==> src/rtl/mw_pkg.sv <==
`timescale 1ns/1ps
package mw_pkg;

  typedef enum logic [2:0] {
    ST_IDLE, ST_OPC, ST_ADDR, ST_READ, ST_WDATA, ST_WALL, ST_SKIP
  } mw_state_e;

  typedef enum logic [2:0] {
    JOB_NONE, JOB_PAGE, JOB_ERASE, JOB_ERAL, JOB_WRAL
  } mw_job_e;

  localparam logic [1:0] OPC_READ  = 2'b10;
  localparam logic [1:0] OPC_WRITE = 2'b01;
  localparam logic [1:0] OPC_ERASE = 2'b11;

  localparam logic [1:0] EXT_WEN   = 2'b11;
  localparam logic [1:0] EXT_WDIS  = 2'b00;
  localparam logic [1:0] EXT_ERAL  = 2'b10;
  localparam logic [1:0] EXT_WRAL  = 2'b01;

endpackage

==> src/rtl/mw_sync.sv <==
`timescale 1ns/1ps
module mw_sync #(
  parameter int W      = 1,
  parameter int STAGES = 2
) (
  input  logic         clk,
  input  logic         rst_n,
  input  logic [W-1:0] d,
  output logic [W-1:0] q
);

  logic [STAGES-1:0][W-1:0] chain_q;
  logic [STAGES-1:0][W-1:0] chain_n;

  always_comb begin
    chain_n = {chain_q[STAGES-2:0], d};
  end

  always_ff @(posedge clk or negedge rst_n) begin
    if (!rst_n) chain_q <= '0;
    else        chain_q <= chain_n;
  end

  assign q = chain_q[STAGES-1];

endmodule

==> src/rtl/mw_engine.sv <==
`timescale 1ns/1ps
module mw_engine import mw_pkg::*; #(
  parameter int DW          = 8,
  parameter int AW          = 7,
  parameter int PGB         = 4,
  parameter int PROG_CYCLES = 200
) (
  input  logic          clk,
  input  logic          rst_n,
  input  logic          go,
  input  mw_job_e       go_job,
  input  logic [AW-1:0] go_addr,
  input  logic [DW-1:0] go_data,
  input  logic          stg_we,
  input  logic [PGB-1:0] stg_idx,
  input  logic [DW-1:0] stg_data,
  input  logic [AW-1:0] rd_addr,
  output logic [DW-1:0] rd_data,
  output logic          busy
);

  localparam int DEPTH = 1 << AW;
  localparam int PG    = 1 << PGB;
  localparam int TW    = $clog2(PROG_CYCLES + 1);

  logic [DW-1:0]          mem_q [DEPTH];
  logic [PG-1:0][DW-1:0]  stg_q;
  logic [PG-1:0]          vld_q;

  logic                   busy_q, busy_n;
  logic [TW-1:0]          tmr_q, tmr_n;
  mw_job_e                job_q, job_n;
  logic [AW-1:0]          addr_q, addr_n;
  logic [DW-1:0]          data_q, data_n;
  logic                   done;

  logic [DEPTH-1:0]          wen;
  logic [DEPTH-1:0][DW-1:0]  wval;

  assign done = busy_q && (tmr_q == TW'(PROG_CYCLES - 1));

  always_comb begin
    busy_n = busy_q;
    tmr_n  = tmr_q;
    job_n  = job_q;
    addr_n = addr_q;
    data_n = data_q;
    if (go && !busy_q) begin
      busy_n = 1'b1;
      tmr_n  = '0;
      job_n  = go_job;
      addr_n = go_addr;
      data_n = go_data;
    end else if (busy_q) begin
      if (done) begin
        busy_n = 1'b0;
        job_n  = JOB_NONE;
      end else begin
        tmr_n = tmr_q + TW'(1);
      end
    end
  end

  always_ff @(posedge clk or negedge rst_n) begin
    if (!rst_n) begin
      busy_q <= 1'b0;
      tmr_q  <= '0;
      job_q  <= JOB_NONE;
      addr_q <= '0;
      data_q <= '0;
    end else begin
      busy_q <= busy_n;
      tmr_q  <= tmr_n;
      job_q  <= job_n;
      addr_q <= addr_n;
      data_q <= data_n;
    end
  end

  // Page staging buffer: filled word by word, emptied when a job ends
  always_ff @(posedge clk or negedge rst_n) begin
    if (!rst_n) begin
      stg_q <= '0;
      vld_q <= '0;
    end else begin
      if (done) vld_q <= '0;
      if (stg_we) begin
        stg_q[stg_idx] <= stg_data;
        vld_q[stg_idx] <= 1'b1;
      end
    end
  end

  // Per-location commit enable and value, applied in the final job cycle
  for (genvar g = 0; g < DEPTH; g++) begin : g_loc
    localparam logic [AW-1:0] GA = AW'(g);
    localparam int            GI = g % PG;
    assign wen[g] = done && (
        (job_q == JOB_ERAL) || (job_q == JOB_WRAL) ||
        ((job_q == JOB_ERASE) && (addr_q == GA)) ||
        ((job_q == JOB_PAGE) && vld_q[GI] && (addr_q[AW-1:PGB] == GA[AW-1:PGB])));
    assign wval[g] = (job_q == JOB_PAGE) ? stg_q[GI] :
                     (job_q == JOB_WRAL) ? data_q : {DW{1'b1}};
  end

  always_ff @(posedge clk or negedge rst_n) begin
    if (!rst_n) begin
      for (int i = 0; i < DEPTH; i++) mem_q[i] <= {DW{1'b1}};
    end else begin
      for (int i = 0; i < DEPTH; i++) begin
        if (wen[i]) mem_q[i] <= wval[i];
      end
    end
  end

  assign rd_data = mem_q[rd_addr];
  assign busy    = busy_q;

endmodule

==> src/rtl/mw_serial_fsm.sv <==
`timescale 1ns/1ps
module mw_serial_fsm import mw_pkg::*; #(
  parameter int DW  = 8,
  parameter int AW  = 7,
  parameter int PGB = 4
) (
  input  logic           clk,
  input  logic           rst_n,
  input  logic           cs_s,
  input  logic           sk_rise,
  input  logic           cs_fall,
  input  logic           di_s,
  input  logic           busy,
  input  logic [DW-1:0]  rd_data,
  output logic [AW-1:0]  rd_addr,
  output logic           stg_we,
  output logic [PGB-1:0] stg_idx,
  output logic [DW-1:0]  stg_data,
  output logic           go,
  output mw_job_e        go_job,
  output logic [AW-1:0]  go_addr,
  output logic [DW-1:0]  go_data,
  output logic           wel,
  output logic           do_o
);

  localparam int CW = $clog2((DW > AW) ? DW : AW);

  mw_state_e     state_q, state_n;
  logic [CW-1:0] cnt_q, cnt_n;
  logic [1:0]    opc_q, opc_n;
  logic [AW-1:0] ash_q, ash_n;
  logic [AW-1:0] ptr_q, ptr_n;
  logic [DW-1:0] dsh_q, dsh_n;
  logic          wel_q, wel_n;
  mw_job_e       job_q, job_n;
  logic [AW-1:0] jaddr_q, jaddr_n;
  logic [DW-1:0] jdata_q, jdata_n;
  logic          stat_q, stat_n;
  logic          do_q, do_n;

  logic          act;
  logic [AW-1:0] a_cat;
  logic [DW-1:0] d_cat;

  always_comb begin
    state_n = state_q;
    cnt_n   = cnt_q;
    opc_n   = opc_q;
    ash_n   = ash_q;
    ptr_n   = ptr_q;
    dsh_n   = dsh_q;
    wel_n   = wel_q;
    job_n   = job_q;
    jaddr_n = jaddr_q;
    jdata_n = jdata_q;
    stat_n  = stat_q;
    do_n    = do_q;
    stg_we  = 1'b0;
    go      = 1'b0;

    act   = sk_rise && cs_s && !busy;
    a_cat = {ash_q[AW-2:0], di_s};
    d_cat = {dsh_q[DW-2:0], di_s};

    if (act) begin
      case (state_q)
        ST_IDLE: begin
          if (di_s) begin
            state_n = ST_OPC;
            cnt_n   = '0;
            stat_n  = 1'b0;
          end
        end
        ST_OPC: begin
          opc_n = {opc_q[0], di_s};
          if (cnt_q == CW'(1)) begin
            state_n = ST_ADDR;
            cnt_n   = '0;
          end else begin
            cnt_n = cnt_q + CW'(1);
          end
        end
        ST_ADDR: begin
          ash_n = a_cat;
          if (cnt_q == CW'(AW - 1)) begin
            cnt_n   = '0;
            state_n = ST_SKIP;
            case (opc_q)
              OPC_READ: begin
                state_n = ST_READ;
                ptr_n   = a_cat;
                cnt_n   = CW'(DW - 1);
                do_n    = 1'b0;
              end
              OPC_WRITE: begin
                if (wel_q) begin
                  state_n = ST_WDATA;
                  ptr_n   = a_cat;
                end
              end
              OPC_ERASE: begin
                if (wel_q) begin
                  job_n   = JOB_ERASE;
                  jaddr_n = a_cat;
                end
              end
              default: begin
                case (a_cat[AW-1 -: 2])
                  EXT_WEN:  wel_n = 1'b1;
                  EXT_WDIS: wel_n = 1'b0;
                  EXT_ERAL: if (wel_q) job_n = JOB_ERAL;
                  EXT_WRAL: if (wel_q) state_n = ST_WALL;
                  default:  ;
                endcase
              end
            endcase
          end else begin
            cnt_n = cnt_q + CW'(1);
          end
        end
        ST_READ: begin
          do_n = rd_data[cnt_q];
          if (cnt_q == '0) begin
            cnt_n = CW'(DW - 1);
            ptr_n = ptr_q + AW'(1);
          end else begin
            cnt_n = cnt_q - CW'(1);
          end
        end
        ST_WDATA: begin
          dsh_n = d_cat;
          if (cnt_q == CW'(DW - 1)) begin
            stg_we  = 1'b1;
            job_n   = JOB_PAGE;
            jaddr_n = ptr_q;
            ptr_n   = {ptr_q[AW-1:PGB], ptr_q[PGB-1:0] + PGB'(1)};
            cnt_n   = '0;
          end else begin
            cnt_n = cnt_q + CW'(1);
          end
        end
        ST_WALL: begin
          dsh_n = d_cat;
          if (cnt_q == CW'(DW - 1)) begin
            job_n   = JOB_WRAL;
            jdata_n = d_cat;
            state_n = ST_SKIP;
          end else begin
            cnt_n = cnt_q + CW'(1);
          end
        end
        default: ;
      endcase
    end

    if (!cs_s) state_n = ST_IDLE;

    if (cs_fall) begin
      go    = (job_q != JOB_NONE) && !busy;
      job_n = JOB_NONE;
      if (!busy) stat_n = 1'b0;
      if (go)    stat_n = 1'b1;
    end

    if (!cs_s)                   do_n = 1'b0;
    else if (stat_n)             do_n = !busy;
    else if (state_n != ST_READ) do_n = 1'b0;
  end

  always_ff @(posedge clk or negedge rst_n) begin
    if (!rst_n) begin
      state_q <= ST_IDLE;
      cnt_q   <= '0;
      opc_q   <= '0;
      ash_q   <= '0;
      ptr_q   <= '0;
      dsh_q   <= '0;
      wel_q   <= 1'b0;
      job_q   <= JOB_NONE;
      jaddr_q <= '0;
      jdata_q <= '0;
      stat_q  <= 1'b0;
      do_q    <= 1'b0;
    end else begin
      state_q <= state_n;
      cnt_q   <= cnt_n;
      opc_q   <= opc_n;
      ash_q   <= ash_n;
      ptr_q   <= ptr_n;
      dsh_q   <= dsh_n;
      wel_q   <= wel_n;
      job_q   <= job_n;
      jaddr_q <= jaddr_n;
      jdata_q <= jdata_n;
      stat_q  <= stat_n;
      do_q    <= do_n;
    end
  end

  assign rd_addr  = ptr_q;
  assign stg_idx  = ptr_q[PGB-1:0];
  assign stg_data = d_cat;
  assign go_job   = job_q;
  assign go_addr  = jaddr_q;
  assign go_data  = jdata_q;
  assign wel      = wel_q;
  assign do_o     = do_q;

endmodule

==> src/rtl/mw_mem_slave.sv <==
`timescale 1ns/1ps
module mw_mem_slave import mw_pkg::*; #(
  parameter bit WORD16      = 1'b0,
  parameter int PROG_CYCLES = 200,
  parameter int SYNC_STAGES = 2
) (
  input  logic clk,
  input  logic rst_n,
  input  logic cs_i,
  input  logic sk_i,
  input  logic di_i,
  output logic do_o
);

  localparam int DW  = WORD16 ? 16 : 8;
  localparam int AW  = WORD16 ? 6 : 7;
  localparam int PGB = WORD16 ? 3 : 4;

  logic          cs_s, sk_s, di_s;
  logic          cs_d, sk_d;
  logic          sk_rise, cs_fall;
  logic          busy, wel;
  logic          go, stg_we;
  mw_job_e       go_job;
  logic [AW-1:0] go_addr, rd_addr;
  logic [DW-1:0] go_data, stg_data, rd_data;
  logic [PGB-1:0] stg_idx;

  mw_sync #(.W(3), .STAGES(SYNC_STAGES)) u_sync (
    .clk   (clk),
    .rst_n (rst_n),
    .d     ({cs_i, sk_i, di_i}),
    .q     ({cs_s, sk_s, di_s})
  );

  always_ff @(posedge clk or negedge rst_n) begin
    if (!rst_n) begin
      cs_d <= 1'b0;
      sk_d <= 1'b0;
    end else begin
      cs_d <= cs_s;
      sk_d <= sk_s;
    end
  end

  assign sk_rise = sk_s && !sk_d;
  assign cs_fall = !cs_s && cs_d;

  mw_serial_fsm #(.DW(DW), .AW(AW), .PGB(PGB)) u_fsm (
    .clk      (clk),
    .rst_n    (rst_n),
    .cs_s     (cs_s),
    .sk_rise  (sk_rise),
    .cs_fall  (cs_fall),
    .di_s     (di_s),
    .busy     (busy),
    .rd_data  (rd_data),
    .rd_addr  (rd_addr),
    .stg_we   (stg_we),
    .stg_idx  (stg_idx),
    .stg_data (stg_data),
    .go       (go),
    .go_job   (go_job),
    .go_addr  (go_addr),
    .go_data  (go_data),
    .wel      (wel),
    .do_o     (do_o)
  );

  mw_engine #(.DW(DW), .AW(AW), .PGB(PGB), .PROG_CYCLES(PROG_CYCLES)) u_eng (
    .clk      (clk),
    .rst_n    (rst_n),
    .go       (go),
    .go_job   (go_job),
    .go_addr  (go_addr),
    .go_data  (go_data),
    .stg_we   (stg_we),
    .stg_idx  (stg_idx),
    .stg_data (stg_data),
    .rd_addr  (rd_addr),
    .rd_data  (rd_data),
    .busy     (busy)
  );

endmodule

==> config.mk <==
export PLATFORM = sky130hd
export DESIGN_NAME = mw_mem_slave
export DESIGN_NICKNAME = d
export VERILOG_FILES = /design/src/rtl/mw_pkg.sv /design/src/rtl/mw_sync.sv /design/src/rtl/mw_engine.sv /design/src/rtl/mw_serial_fsm.sv /design/src/rtl/mw_mem_slave.sv
export SDC_FILE = /design/constraint.sdc
export NUM_CORES = 2
export LEC_CHECK = 0
export ABC_CLOCK_PERIOD_IN_PS = 4550
export BUFFER_PORTS_ARGS = -buffer_cell sky130_fd_sc_hd__buf_2
export CELL_PAD_IN_SITES_DETAIL_PLACEMENT = 2
export CELL_PAD_IN_SITES_GLOBAL_PLACEMENT = 2
export CORE_UTILIZATION = 47
export DETAILED_ROUTE_END_ITERATION = 6
export HOLD_SLACK_MARGIN = 0.12
export PLACE_DENSITY_LB_ADDON = 0.1
export SYNTH_ARGS = -nofsm -noshare
export SYNTH_HDL_FRONTEND = slang
export SYNTH_SLANG_ARGS = --single-unit
==> constraint.sdc <==
create_clock -name clk -period 4.55 [get_ports clk]
set_input_delay 0.91 -clock clk [delete_from_list [all_inputs] [get_ports clk]]
set_output_delay 0.91 -clock clk [all_outputs]
set_load 0.01 [all_outputs]
==> results.py <==
metrics = {
    "finish": {
        "area_growth_pct": 13.6,
        "layout_commonest_cell": "nand2_1",
        "multi_input_area_um2": 22700,
        "n_fill_cell": 11600,
        "regArea_um2": 32600,
        "drive_gt1_share_pct": 34.8,
        "nNetsFinal": 5380,
        "layout_common_cells": "1061 x nand2_1, 1024 x dfstp_2, 965 x o21ai_0, 387 x a21oi_1, 273 x nor2_1",
    },
    "critical_path": {
        "crit_fanout": 40,
        "slowest_stage": "o21ai_0",
        "crit_path_max_incr_delay_ns": 0.73,
        "path_cells": "buf_12, buf_12, mux4_2, o21ai_0, a21oi_1, a221oi_1, nor4_1, o31ai_2, o2111ai_1",
        "r2r-end": "u_fsm.do_o",
        "end_kind": "flop",
        "worstRegToRegCells": 9,
        "critPathArrivalTime_ns": 4.59,
        "cp_top_family": "compound AO/OA/AOI/OAI gates",
        "crit_required_ns": 5.19,
        "cp.buffers_inverters": 2,
        "start_kind": "flop",
        "cpMostUsedCell": "buf_12",
        "worstSetupPathType": "reg2reg",
        "rrSetupSlack_ns": 0.59,
        "r2r-start": "u_fsm.rd_addr[0]",
    },
    "synth": {
        "ys_seq_area_share_pct": 57.2,
        "ys_seq_elements": 1252,
        "yosysTopAreaCell": "dfstp_2",
        "synth.distinct_cells": 79,
        "async_flop_share_pct": 100,
        "syn_nets": 5287,
        "ys_warn_count": 0,
        "synth_enable_flop_cells": 0,
        "synth_top_cell_area_share_pct": 47.2,
        "synthFlopType": "dfstp_2",
        "synth_area_per_cell_um2": 10.8,
        "synth_cells": 5263,
        "yosys-top-cells-area": "dfstp_2 47%, dfrtp_1 10%, o21ai_0 8.5%",
        "syn-cell-area_um2": 57000,
    },
    "clock_tree": {
        "cts_tree": "built",
        "numCtsBuffers": 140,
        "clock_path_buffers": 3,
        "h-tree-depth": 4,
        "post_cts_buffers": 0,
        "cts_root_buf": "clkbuf_16",
        "clock_latency_ns": 0.82,
        "hold_buffers": 0,
        "post_cts_resized": 0,
        "clk_pin_slew_worst_paths_ns": 0.06,
        "cts_sinks": 1252,
    },
    "sta": {
        "setup_violations": 0,
        "clock-skew-final_ns": 0.0355,
        "slew_headroom_pct": -16.4,
        "fin_crit_ns": 3.96,
        "final-max-slew-violation-count": 16,
        "hold_viol_final": 0,
        "setup_ws_ns": 0.595,
        "fmax_mhz": 253,
        "tns_ns": 0,
        "tightest_slew_ns": 1.74,
        "period_share_pct": 86.9,
        "rsz0062_at_grt": "no",
    },
    "placed_design": {
        "io_buffers": 5,
        "gp_congestion": 1.00,
        "pre_cts_slack_ns": 0.768,
        "dpl.hpwl_um": 191000,
    },
    "global_routing": {
        "grt_pass1_wl_um": 408000,
        "grt_util_all_layers_pct": 47.6,
        "grt_max_degree": 131,
        "globalRoute.totalOverflow": 0,
        "grt_pass1_vias": 52700,
        "grt_antenna_before_repair": 30,
    },
    "floorplan": {
        "start_util_pct": 47.4,
        "die-height_um": 350,
        "die_x_um": 350,
        "io_pins": 6,
        "core_um2": 120000,
        "placementRows": 127,
        "dieArea_um2": 123000,
    },
    "route": {
        "first_pass_iters": 5,
        "ant_nets": 0,
        "vias_per_cell": 6.96,
        "drc": 0,
        "drtIter0Drc": 5871,
        "wl_met3_um": 30400,
        "wl_met2_um": 127000,
        "routed_wl_um": 289000,
        "dr.max_layer_used": "met5",
        "vias": 49400,
        "wl_met1_um": 110000,
        "wl_per_cell_um": 40.8,
    },
    "power": {
        "peakVddDrop_uv": 395,
        "p_leak_nw": 24.4,
        "powerDensity_nw_per_um2": 365,
    },
    "run": {
        "maxCapViolCount": 3,
    },
    "outcome": {
        "status": "complete, but fails checks",
        "violations": "max-capacitance violations, max-slew violations",
    },
    "min_path": {
        "min_path_type": "in2async",
    },
}
[cells by family after synthesis]
| kind of cell | synth area share, % |
|---|---|
| XOR/XNOR | 0.0922 |
| buffers and inverters | 3.12 |
| AND/OR/NAND/NOR | 10.2 |
| flip-flops | 57.2 |
| multiplexers | 13.3 |
| adder cells (fa/ha/maj) | 0.417 |
| AO/OA/AOI/OAI | 15.6 |
[cell type report]
type	count	area share, %
flip-flops and latches	1252	50.4
diodes	11	0.0425
clock buffers	227	6.80
clock inverters	31	0.535
repair buffers	291	3.90
multi-input cells	3655	35.1
inverters	16	0.0928
well taps	1612	3.12
[layer usage]
| metal | track usage (%) | up-vias |
|---|---|---|
| met5 | 0 | - |
| met4 | 31.0 | 36 |
| met3 | 14.3 | 969 |
| met2 | 70.5 | 3013 |
| met1 | 60.5 | 26500 |
| li1 | - | 18800 |
[power breakdown]
part           total, mW  switching (mW)  internal [mW]
registers           11.2          0.0345           11.2
logic              0.456           0.364         0.0917
clock network       12.0            5.02           6.96
total               23.7            5.42           18.2
[state kept, by name, summed over array words and instances (netlist names), 2 cells and up]
signal,cells
u_eng.addr_q,7
u_eng.data_q,8
u_fsm.opc_q,2
u_eng.mem_q,1024
u_eng.vld_q,16
u_fsm.state_q,3
u_fsm.cnt_q,3
u_fsm.go_data,8
u_eng.tmr_q,8
u_fsm.go_addr,7
u_sync.q,3
u_sync.chain_n,3
u_fsm.dsh_q,7
u_fsm.rd_addr,7
u_eng.job_q,3
u_fsm.ash_q,6
u_eng.stg_q,128
u_fsm.go_job,3
[worst max path at each step]
stage,start,end,slack (ns),depth (start not counted)
4_1_cts,u_fsm.rd_addr[0],u_fsm.do_o,0.73,9
5_1_grt,u_fsm.rd_addr[0],u_fsm.do_o,0.63,9
6_report,u_fsm.rd_addr[0],u_fsm.do_o,0.59,9
3_5_place_dp,u_fsm.rd_addr[0],u_fsm.do_o,0.77,9
3_3_place_gp,u_fsm.rd_addr[0],u_fsm.do_o,0.76,9
2_1_floorplan,u_fsm.rd_addr[0],u_fsm.do_o,1.94,13
[cell usage after synthesis, drive strengths merged, types with 17 or more instances]
cell type,n
a21o,18
a21oi,396
a221oi,22
a22o,19
a22oi,28
a31oi,19
buf,116
clkbuf,224
dfrtp,228
dfstp,1024
ha,19
mux2,169
mux2i,200
mux4,163
nand2,1061
nand3,17
nor2,278
nor2b,19
nor3,25
o21ai,987
o221ai,25
o22ai,47
[through the flow]
stage / util [%] / cells / hold slack [ns] / power, mW / cell area, µm²
2_1_floorplan: - / 5263 / 0.331 / 11.5 / 57000
3_3_place_gp: 49.9 / 6826 / 0.332 / 11.8 / 60000
3_5_place_dp: 49.9 / 6826 / 0.338 / 11.8 / 60000
4_1_cts: 53.9 / 7084 / 0.147 / 23.7 / 64700
5_1_grt: 53.9 / 7084 / 0.136 / 24.1 / 64700
6_report: 53.9 / 7095 / 0.0769 / 23.7 / 64700
[worst reg2reg max path, cell delays in order, from the launching register on]
cell and delay (ns):
dfrtp_4 0.70, buf_12 0.40, buf_12 0.38, mux4_2 0.54, o21ai_0 0.73, a21oi_1 0.16, a221oi_1 0.33, nor4_1 0.13
o31ai_2 0.28, o2111ai_1 0.15
(Power assumes the default switching activity.)
